[src/rtl/cal_pkg.sv]
// Shared register indices, the time record and BCD helper functions
// for the calendar counter. Assumes all calendar bytes hold valid BCD.
package cal_pkg;

    localparam logic [3:0] IDX_SUB  = 4'd0;
    localparam logic [3:0] IDX_SEC  = 4'd1;
    localparam logic [3:0] IDX_MIN  = 4'd2;
    localparam logic [3:0] IDX_HOUR = 4'd3;
    localparam logic [3:0] IDX_WDAY = 4'd4;
    localparam logic [3:0] IDX_MDAY = 4'd5;
    localparam logic [3:0] IDX_MON  = 4'd6;
    localparam logic [3:0] IDX_YEAR = 4'd7;
    localparam logic [3:0] IDX_CTL1 = 4'd14;
    localparam logic [3:0] IDX_CTL2 = 4'd15;

    typedef struct packed {
        logic [7:0] year;
        logic [7:0] mon;
        logic [7:0] mday;
        logic [7:0] wday;
        logic [7:0] hour;
        logic [7:0] min;
        logic [7:0] sec;
    } cal_time_t;

    // Adds one to a two-digit packed BCD byte (no range wrap).
    function automatic logic [7:0] bcd_inc(input logic [7:0] v);
        if (v[3:0] >= 4'd9) return {v[7:4] + 4'd1, 4'd0};
        else                return v + 8'd1;
    endfunction

    // True for a BCD year that is a multiple of four (00 counts).
    function automatic logic is_leap(input logic [7:0] y);
        if (y[4]) return (y[3:0] == 4'd2) || (y[3:0] == 4'd6);
        else      return (y[3:0] == 4'd0) || (y[3:0] == 4'd4) || (y[3:0] == 4'd8);
    endfunction

    // Last day of the given BCD month, in BCD.
    function automatic logic [7:0] month_last(input logic [7:0] mon, input logic [7:0] y);
        case (mon)
            8'h02:                      return is_leap(y) ? 8'h29 : 8'h28;
            8'h04, 8'h06, 8'h09, 8'h11: return 8'h30;
            default:                    return 8'h31;
        endcase
    endfunction

endpackage

[src/rtl/cal_subsec.sv]
// Sub-second prescaler: a binary counter stepped by the 128 Hz tick.
// It emits a one-cycle seconds pulse on the tick that wraps it.
// Assumes run is already low whenever hold is high.
module cal_subsec #(
    parameter int SUB_W = 7
) (
    input  logic             clk,
    input  logic             rst_n,
    input  logic             tick,
    input  logic             run,
    input  logic             hold,
    output logic [SUB_W-1:0] sub,
    output logic             sec_tick
);
    localparam logic [SUB_W-1:0] SUB_MAX = '1;

    // Seconds pulse: a counting tick that lands on the last count.
    assign sec_tick = run & tick & (sub == SUB_MAX);

    // Count ticks, wrap on the seconds pulse, clear while held.
    always_ff @(posedge clk) begin
        if (!rst_n)           sub <= '0;
        else if (hold)        sub <= '0;
        else if (run && tick) sub <= sec_tick ? '0 : sub + 1'b1;
    end
endmodule

[src/rtl/cal_chain.sv]
// BCD calendar chain: holds the time record and applies, in order of
// priority, a field write, a 30-second adjust or a seconds step.
// Assumes writes arrive only while the counter is stopped.
module cal_chain
    import cal_pkg::*;
(
    input  logic       clk,
    input  logic       rst_n,
    input  logic       sec_tick,
    input  logic       adj_go,
    input  logic       wr_en,
    input  logic [3:0] wr_idx,
    input  logic [7:0] wr_data,
    output cal_time_t  now
);
    cal_time_t nxt;

    // Advances the minutes and ripples into hours, days, month and year.
    function automatic cal_time_t carry_minute(input cal_time_t t);
        cal_time_t r;
        r = t;
        if (t.min != 8'h59) r.min = bcd_inc(t.min);
        else begin
            r.min = 8'h00;
            if (t.hour != 8'h23) r.hour = bcd_inc(t.hour);
            else begin
                r.hour = 8'h00;
                r.wday = (t.wday >= 8'h06) ? 8'h00 : t.wday + 8'h01;
                if (t.mday != month_last(t.mon, t.year)) r.mday = bcd_inc(t.mday);
                else begin
                    r.mday = 8'h01;
                    if (t.mon != 8'h12) r.mon = bcd_inc(t.mon);
                    else begin
                        r.mon  = 8'h01;
                        r.year = (t.year == 8'h99) ? 8'h00 : bcd_inc(t.year);
                    end
                end
            end
        end
        return r;
    endfunction

    // Next-state selection: write, else adjust, else seconds step.
    always_comb begin
        nxt = now;
        if (wr_en) begin
            case (wr_idx)
                IDX_SEC:  nxt.sec  = wr_data;
                IDX_MIN:  nxt.min  = wr_data;
                IDX_HOUR: nxt.hour = wr_data;
                IDX_WDAY: nxt.wday = wr_data;
                IDX_MDAY: nxt.mday = wr_data;
                IDX_MON:  nxt.mon  = wr_data;
                IDX_YEAR: nxt.year = wr_data;
                default:  ;
            endcase
        end else if (adj_go) begin
            nxt.sec = 8'h00;
            if (now.sec >= 8'h30) nxt = carry_minute(nxt);
        end else if (sec_tick) begin
            if (now.sec == 8'h59) begin
                nxt.sec = 8'h00;
                nxt = carry_minute(nxt);
            end else begin
                nxt.sec = bcd_inc(now.sec);
            end
        end
    end

    // Time record register with the calendar's reset date.
    always_ff @(posedge clk) begin
        if (!rst_n) now <= '{year: 8'h00, mon: 8'h01, mday: 8'h01, wday: 8'h00,
                             hour: 8'h00, min: 8'h00, sec: 8'h00};
        else        now <= nxt;
    end
endmodule

[src/rtl/cal_rtc.sv]
// Calendar counter top: byte register port, two control registers,
// the carry flag and its interrupt, around the prescaler and the chain.
// Assumes tick_128 is a single-cycle pulse and that SUB_W is at most 8.
module cal_rtc
    import cal_pkg::*;
#(
    parameter int SUB_W = 7
) (
    input  logic       clk,
    input  logic       rst_n,
    input  logic       tick_128,
    input  logic [3:0] bus_addr,
    input  logic       bus_wr,
    input  logic [7:0] bus_wdata,
    output logic [7:0] bus_rdata,
    output logic       carry_irq
);
    logic             start, prst, en, adj_pend, cf, cie;
    logic             run, sec_tick, wr_time, wr_c1, wr_c2;
    logic [SUB_W-1:0] sub_cnt;
    cal_time_t        now_t;

    // Decode of the strobes and of the counting condition.
    assign run     = start & en & ~prst;
    assign wr_c1   = bus_wr && (bus_addr == IDX_CTL1);
    assign wr_c2   = bus_wr && (bus_addr == IDX_CTL2);
    assign wr_time = bus_wr && !start && (bus_addr >= IDX_SEC) && (bus_addr <= IDX_YEAR);

    cal_subsec #(.SUB_W(SUB_W)) u_sub (
        .clk(clk), .rst_n(rst_n), .tick(tick_128), .run(run), .hold(prst),
        .sub(sub_cnt), .sec_tick(sec_tick)
    );

    cal_chain u_chain (
        .clk(clk), .rst_n(rst_n), .sec_tick(sec_tick), .adj_go(adj_pend),
        .wr_en(wr_time), .wr_idx(bus_addr), .wr_data(bus_wdata), .now(now_t)
    );

    // Control 2 bits; the adjust request lives for exactly one cycle.
    always_ff @(posedge clk) begin
        if (!rst_n) begin
            start <= 1'b0; prst <= 1'b0; en <= 1'b0; adj_pend <= 1'b0;
        end else if (wr_c2) begin
            start    <= bus_wdata[0];
            prst     <= bus_wdata[1];
            adj_pend <= bus_wdata[2];
            en       <= bus_wdata[3];
        end else begin
            adj_pend <= 1'b0;
        end
    end

    // Carry flag: set by a seconds step (wins), cleared by writing 0.
    always_ff @(posedge clk) begin
        if (!rst_n)                      cf <= 1'b0;
        else if (sec_tick)               cf <= 1'b1;
        else if (wr_c1 && !bus_wdata[7]) cf <= 1'b0;
    end

    // Carry interrupt enable register.
    always_ff @(posedge clk) begin
        if (!rst_n)     cie <= 1'b0;
        else if (wr_c1) cie <= bus_wdata[4];
    end

    assign carry_irq = cf & cie;

    // Read multiplexer over the register indices.
    always_comb begin
        bus_rdata = 8'h00;
        case (bus_addr)
            IDX_SUB:  bus_rdata[SUB_W-1:0] = sub_cnt;
            IDX_SEC:  bus_rdata = now_t.sec;
            IDX_MIN:  bus_rdata = now_t.min;
            IDX_HOUR: bus_rdata = now_t.hour;
            IDX_WDAY: bus_rdata = now_t.wday;
            IDX_MDAY: bus_rdata = now_t.mday;
            IDX_MON:  bus_rdata = now_t.mon;
            IDX_YEAR: bus_rdata = now_t.year;
            IDX_CTL1: bus_rdata = {cf, 2'b00, cie, 4'b0000};
            IDX_CTL2: bus_rdata = {4'b0000, en, adj_pend, prst, start};
            default:  bus_rdata = 8'h00;
        endcase
    end
endmodule

[config.mk]
export PLATFORM = sky130hd
export DESIGN_NAME = cal_rtc
export DESIGN_NICKNAME = d
export VERILOG_FILES = /design/src/rtl/cal_pkg.sv /design/src/rtl/cal_subsec.sv /design/src/rtl/cal_chain.sv /design/src/rtl/cal_rtc.sv
export SDC_FILE = /design/constraint.sdc
export NUM_CORES = 1
export LEC_CHECK = 0
export BUFFER_PORTS_ARGS = -buffer_cell sky130_fd_sc_hd__buf_2
export CELL_PAD_IN_SITES_DETAIL_PLACEMENT = 0
export CELL_PAD_IN_SITES_GLOBAL_PLACEMENT = 1
export CORE_MARGIN = 2
export CORE_UTILIZATION = 46
export DETAILED_ROUTE_END_ITERATION = 16
export HOLD_SLACK_MARGIN = 0.1
export PLACE_DENSITY_LB_ADDON = 0.1
export SLEW_MARGIN = 40
export SYNTH_ARGS = -nofsm -noshare
export SYNTH_HDL_FRONTEND = slang
export SYNTH_SLANG_ARGS = --single-unit
export TNS_END_PERCENT = 100
[constraint.sdc]
create_clock -name clk -period 3.35 [get_ports clk]
set_input_delay 0.335 -clock clk [delete_from_list [all_inputs] [get_ports clk]]
set_output_delay 0.335 -clock clk [all_outputs]
set_load 0.02 [all_outputs]
==> impl_metrics.py, run 1 <==
metrics = {
    "outcome": {
        "status": "finished, final reports clean",
    },
    "clocking": {
        "numCtsBuffers": 9,
        "htreeDepth": 3,
        "clk_pin_slew_ns": 0.06,
        "clk_path_buf_depth": 2,
        "cts.sinks": 69,
        "clock-root-buffer": "clkbuf_16",
        "holdBufCountCts": 0,
        "cts-resized-gates": 0,
        "post_cts_buffers": 0,
        "insertion_delay_ns": 0.34,
        "cts_tree": "yes",
    },
    "final_layout": {
        "mostFrequentLayoutCells": "nor2_1, nand2_1, dfxtp_1",
        "final_cells": 848,
        "final_area_sq_mm": 0.00576,
        "nets": 759,
        "area_growth_pct": 10.7,
        "diodes": 0,
        "fill_cells": 1086,
        "layout-drive-gt1-share_pct": 10.3,
        "final_common_cell": "nor2_1",
    },
    "route": {
        "post_drt_via_cell_ratio": 6.38,
        "finalWirelength_microns": 17600,
        "drc": 0,
        "routedWlPerCell_microns": 20.8,
        "drtIter0Drc": 488,
        "dr.pass1.iters": 5,
        "ant_nets": 0,
        "vias": 5411,
    },
    "pwr": {
        "ir_worst_vdd_mv": 0.291,
        "p_per_area_mw_per_mm2": 343,
        "power_leakage_nw": 2.17,
    },
    "floorplan": {
        "io_pins": 25,
        "die_area_sq_mm": 0.0122,
        "die_w_microns": 110,
        "start_util_pct": 47.6,
        "row_count": 38,
        "die_h_microns": 110,
        "core_region_area_sq_mm": 0.0109,
    },
    "timing": {
        "maxClockFrequency_mhz": 342,
        "setup_viol": 0,
        "slew_violations": 0,
        "slew_headroom_pct": 46.1,
        "setup_tns_ns": 0,
        "worst_pin_slew_ns": 0.802,
        "period_share_pct": 87.4,
        "period_minus_slack_ns": 2.93,
        "finalHoldViolCount": 0,
        "rsz0062_at_grt": "false",
        "clock_skew_ns": 0.00477,
    },
    "worst_setup_path": {
        "path_cells": "ha_1, nand2b_1, or4_1, o41ai_4, buf_4, o21ai_2, nor4b_1, o211ai_1, a21oi_1",
        "critical_path_arrival_ns": 3.19,
        "endpoint_kind": "flip-flop",
        "cp_data_required_time_ns": 3.61,
        "path_max_fanout": 13,
        "path_class": "flip-flop to flip-flop",
        "slowest_delay_ns": 0.60,
        "critPathLaunchType": "flip-flop",
        "slowest_stage": "or4_1",
    },
    "logic_synthesis": {
        "synthFlopType": "dfxtp_1",
        "synthesis.area_sq_mm": 0.00521,
        "syn_inst": 689,
        "synth_edf_count": 0,
        "synth.yosys.seq_area_share_pct": 26.5,
        "synth_nets": 743,
        "synth.avg_cell_area_sq_um": 7.56,
        "async_flop_share_pct": 0,
        "synth-seq-cells": 69,
        "synthDistinctLibCells": 70,
        "synth_warnings": 0,
    },
    "global_route": {
        "grt_pass1_vias": 5133,
        "track_usage_pct": 29.0,
        "antenna_found_initial": 0,
        "overflow": 0,
        "grt_max_degree": 31,
        "grt_pass1_wl_microns": 27900,
    },
    "placement": {
        "dp_hpwl_microns": 13100,
        "port_buffers": 24,
        "placed_area_sq_mm": 0.00548,
        "place.gp.congestion": 0.921,
        "dp.cells": 834,
    },
    "job": {
        "maxCapViolCount": 0,
    },
    "min_path": {
        "hold_class": "input port to flip-flop",
    },
}
==> cell families (layout without fill, tap and decap cells) <==
| logic type | after synthesis | after routing | synth area share, % |
|---|---|---|---|
| XOR/XNOR | 7 | 7 | 1.18 |
| buffers and inverters | 66 | 85 | 5.14 |
| AO/OA/AOI/OAI | 212 | 212 | 27.3 |
| multiplexers | 25 | 25 | 5.43 |
| flip-flops | 69 | 69 | 26.5 |
| adder cells (fa/ha/maj) | 38 | 38 | 9.13 |
| AND/OR/NAND/NOR | 272 | 272 | 25.3 |
==> metrics by stage <==
step	total power, mW	setup WS (ns)	util, %	hold slack, ns
3_5_place_dp	1.02	0.457	50.1	0.520
6_report	1.97	0.423	52.7	0.255
5_1_grt	2.03	0.179	52.7	0.271
3_3_place_gp	1.02	0.566	50.1	0.494
4_1_cts	1.97	0.441	52.7	0.251
2_1_floorplan	0.956	0.660	-	0.463
==> registers in the layout, summed over array words and instances (netlist names) <==
name         count
adj_pend         1
cf               1
cie              1
en               1
prst             1
start            1
u_chain.now     56
u_sub.sub        7
==> cell type report <==
class | instances | area (sq um) | share of cell area (%)
clock buffer | 12 | 246 | 4.28
timing repair buffer | 39 | 230 | 3.99
multi-input combinational | 554 | 3580 | 62.0
clock inverter | 2 | 35.0 | 0.608
tap | 140 | 175 | 3.04
inverter | 32 | 120 | 2.08
sequential | 69 | 1380 | 24.0
==> routing by layer <==
metal,global-route usage [%],vias to the layer above,part of all wire [%]
met5,0,-,0
met4,11.8,0,3.6
met3,5.76,42,7.1
met2,46.1,226,46
met1,38.5,2567,44
li1,-,2576,-
==> cell usage after synthesis, types with 11 or more instances <==
cell type / n / area [sq um]
and2_1: 13 / 81.3
o21ai_0: 55 / 275
a22oi_1: 11 / 82.6
nor3_1: 12 / 60.1
nand2_1: 74 / 278
o31ai_1: 13 / 97.6
o211ai_1: 12 / 90.1
clkbuf_1: 25 / 93.8
nand3_1: 30 / 150
nor2_1: 79 / 297
inv_1: 32 / 120
ha_1: 38 / 475
dfxtp_1: 69 / 1380
mux2i_1: 17 / 170
a21oi_1: 44 / 220
nand4_1: 17 / 106
==> report_power, final <==
part	switching, mW	leakage (nW)	internal (mW)
Clock	0.377	0.139	0.588
Combinational	0.128	1.47	0.0494
Sequential	0.00657	0.556	0.825
Total	0.512	2.17	1.46
==> critical path, delay by kind of cell (launching register included) <==
family / cells / cell delay [ns]
DFF: 1 / 0.46
adders and majority gates: 1 / 0.21
AOI/OAI and AO/OA: 4 / 0.97
buffers and inverters: 1 / 0.23
and+or+nand+nor: 3 / 0.99
==> path summary, 6_finish.rpt <==
check	slack (ns)	start	depth (start not counted)	endpoint
worst max-delay path	0.42	u_chain.now[16]$_SDFFE_PN0P_	9	u_chain.now[34]$_SDFFE_PN0P_
worst min-delay path	0.25	bus_wdata[2]	2	adj_pend$_SDFF_PN0_
worst max register to register	0.42	u_chain.now[16]$_SDFFE_PN0P_	9	u_chain.now[34]$_SDFFE_PN0P_
worst min register to register	0.53	cf$_SDFFE_PN0P_	2	cf$_SDFFE_PN0P_
No activity file was read; power rests on OpenSTA's default activity.
==> run 2, diff against run 1 <==
--- a/config.mk
+++ b/config.mk
@@ -6,6 +6,7 @@
 export NUM_CORES = 1
 export LEC_CHECK = 0
 export BUFFER_PORTS_ARGS = -buffer_cell sky130_fd_sc_hd__buf_2
+export CAP_MARGIN = 20
 export CELL_PAD_IN_SITES_DETAIL_PLACEMENT = 0
 export CELL_PAD_IN_SITES_GLOBAL_PLACEMENT = 1
 export CORE_MARGIN = 2
==> constraint.sdc (replaced) <==
create_clock -name clk -period 3.35 [get_ports clk]
set_input_delay 0.335 -clock clk [delete_from_list [all_inputs] [get_ports clk]]
set_output_delay 0.335 -clock clk [all_outputs]
set_load 0.005 [all_outputs]
==> run 2 against run 1 <==
Compared with the run above:
- final cell count grew 0.47%
- die area did not move
- fmax increased by 1.1%
- sequential power about the same
- design area is 1.0% higher
- non-clock buffer count up 2
- hold slack worse by 0.011 ns
- clock skew grew 0.0026 ns
- clock-buffer cell count shrank 1
- setup slack improved by 0.031 ns
- critical path type unchanged
==> impl_metrics.py, run 2 (synthesized netlist as in run 1, its figures left out) <==
metrics = {
    "final_layout": {
        "area_growth_pct": 11.8,
        "multi_input_area_sq_mm": 0.00358,
        "diodes": 0,
        "regArea_sq_mm": 0.00138,
        "final_area_sq_mm": 0.00582,
        "layout-drive-gt1-share_pct": 11.0,
        "top_register": "u_chain.now",
        "largest_reg_flops": 56,
        "reg.largest.list": "u_chain.now x56, u_sub.sub x7",
        "fill_cells": 1088,
        "nets": 761,
        "final_common_cell": "nor2_1",
        "mostFrequentLayoutCells": "nor2_1, nand2_1, dfxtp_1",
    },
    "timing": {
        "worst_pin_slew_ns": 0.739,
        "period_share_pct": 86.5,
        "clock_skew_ns": 0.00741,
        "slew_violations": 0,
        "maxClockFrequency_mhz": 345,
        "rsz0062_at_grt": "false",
        "setup_viol": 0,
        "setup_tns_ns": 0,
        "period_minus_slack_ns": 2.90,
        "slew_headroom_pct": 50.2,
        "finalHoldViolCount": 0,
    },
    "clocking": {
        "htreeDepth": 3,
        "holdBufCountCts": 0,
        "insertion_delay_ns": 0.35,
        "numCtsBuffers": 9,
        "clock-root-buffer": "clkbuf_16",
        "clk_pin_slew_ns": 0.06,
        "post_cts_buffers": 0,
        "cts-resized-gates": 0,
        "cts.sinks": 69,
        "clk_path_buf_depth": 2,
        "cts_tree": "yes",
    },
    "floorplan": {
        "die_w_microns": 110,
        "die_h_microns": 110,
        "row_count": 38,
        "io_pins": 25,
        "start_util_pct": 47.6,
        "core_region_area_sq_mm": 0.0109,
        "die_area_sq_mm": 0.0122,
    },
    "outcome": {
        "status": "finished, final reports clean",
    },
    "route": {
        "finalWirelength_microns": 17500,
        "ant_nets": 0,
        "post_drt_via_cell_ratio": 6.29,
        "drtIter0Drc": 515,
        "drc": 0,
        "dr.pass1.iters": 5,
        "routedWlPerCell_microns": 20.5,
        "vias": 5355,
    },
    "worst_setup_path": {
        "path_class": "flip-flop to flip-flop",
        "endpoint_kind": "flip-flop",
        "critPathLaunchType": "flip-flop",
        "critical_path_arrival_ns": 3.17,
        "path_max_fanout": 13,
        "cp_data_required_time_ns": 3.62,
    },
    "placement": {
        "place.gp.congestion": 0.908,
        "dp_hpwl_microns": 13200,
        "port_buffers": 24,
        "placed_area_sq_mm": 0.00549,
    },
    "global_route": {
        "grt_max_degree": 31,
        "overflow": 0,
        "grt_pass1_vias": 5043,
        "grt_pass1_wl_microns": 27600,
        "antenna_found_initial": 0,
        "track_usage_pct": 28.7,
    },
    "job": {
        "maxCapViolCount": 0,
    },
    "pwr": {
        "power_leakage_nw": 2.19,
        "p_per_area_mw_per_mm2": 356,
        "ir_worst_vdd_mv": 0.235,
    },
    "min_path": {
        "hold_class": "input port to flip-flop",
    },
}
run 2: changes by cell type in the layout (fill, tap and decap cells not counted):
cell,previous run,this run
clkbuf_1,2,1
clkinvlp_4,0,2
buf_4,14,16
bufinv_16,1,2
clkinv_4,0,1
clkinv_2,1,0
run 2: final timing paths:
path | slack (ns) | startpoint | depth (start not counted) | to
worst min register to register | 0.51 | u_chain.now[26]$_SDFFE_PN0P_ | 2 | u_chain.now[26]$_SDFFE_PN0P_
worst max register to register | 0.45 | u_chain.now[16]$_SDFFE_PN0P_ | 9 | u_chain.now[34]$_SDFFE_PN0P_
worst min-delay path | 0.24 | bus_wdata[1] | 3 | prst$_SDFFE_PN0P_
worst max-delay path | 0.45 | u_chain.now[16]$_SDFFE_PN0P_ | 9 | u_chain.now[34]$_SDFFE_PN0P_
run 2: metrics by stage:
step,util (%),setup WS [ns],instances,hold WS [ns],power [mW]
2_1_floorplan,-,0.660,689,0.463,0.953
3_3_place_gp,50.2,0.563,835,0.494,1.02
3_5_place_dp,50.2,0.514,836,0.501,1.02
4_1_cts,53.2,0.501,852,0.242,2.08
5_1_grt,53.3,0.195,852,0.263,2.14
6_report,53.3,0.454,852,0.244,2.07
run 2: worst max-delay path, cell delays in order, from the launching register on:
cell and delay [ns]:
dfxtp_1 0.45, ha_1 0.21, nand2b_1 0.07, or4_1 0.61, o41ai_4 0.51, buf_4 0.23
o21ai_2 0.16, nor4b_1 0.29, o211ai_1 0.15, a21oi_1 0.15
run 2: report_power, final:
part | internal (mW) | switching (mW)
logic | 0.0509 | 0.125
clock network | 0.674 | 0.390
registers | 0.824 | 0.00661
run 2: final cells by class:
cell class | count | share of cell area [%]
Multi-Input combinational cell | 554 | 61.4
Timing Repair Buffer | 41 | 4.21
Inverter | 32 | 2.06
Sequential cell | 69 | 23.7
Clock buffer | 11 | 4.17
Clock inverter | 5 | 1.44
Tap cell | 140 | 3.01
run 2: layer usage:
| layer | vias to the layer above | GRT usage (%) | part of all wire [%] |
|---|---|---|---|
| met5 | - | 0 | 0 |
| met3 | 40 | 4.17 | 6.1 |
| met2 | 213 | 45.9 | 46 |
| met4 | 0 | 14.3 | 3.7 |
| li1 | 2576 | - | - |
| met1 | 2526 | 37.7 | 44 |
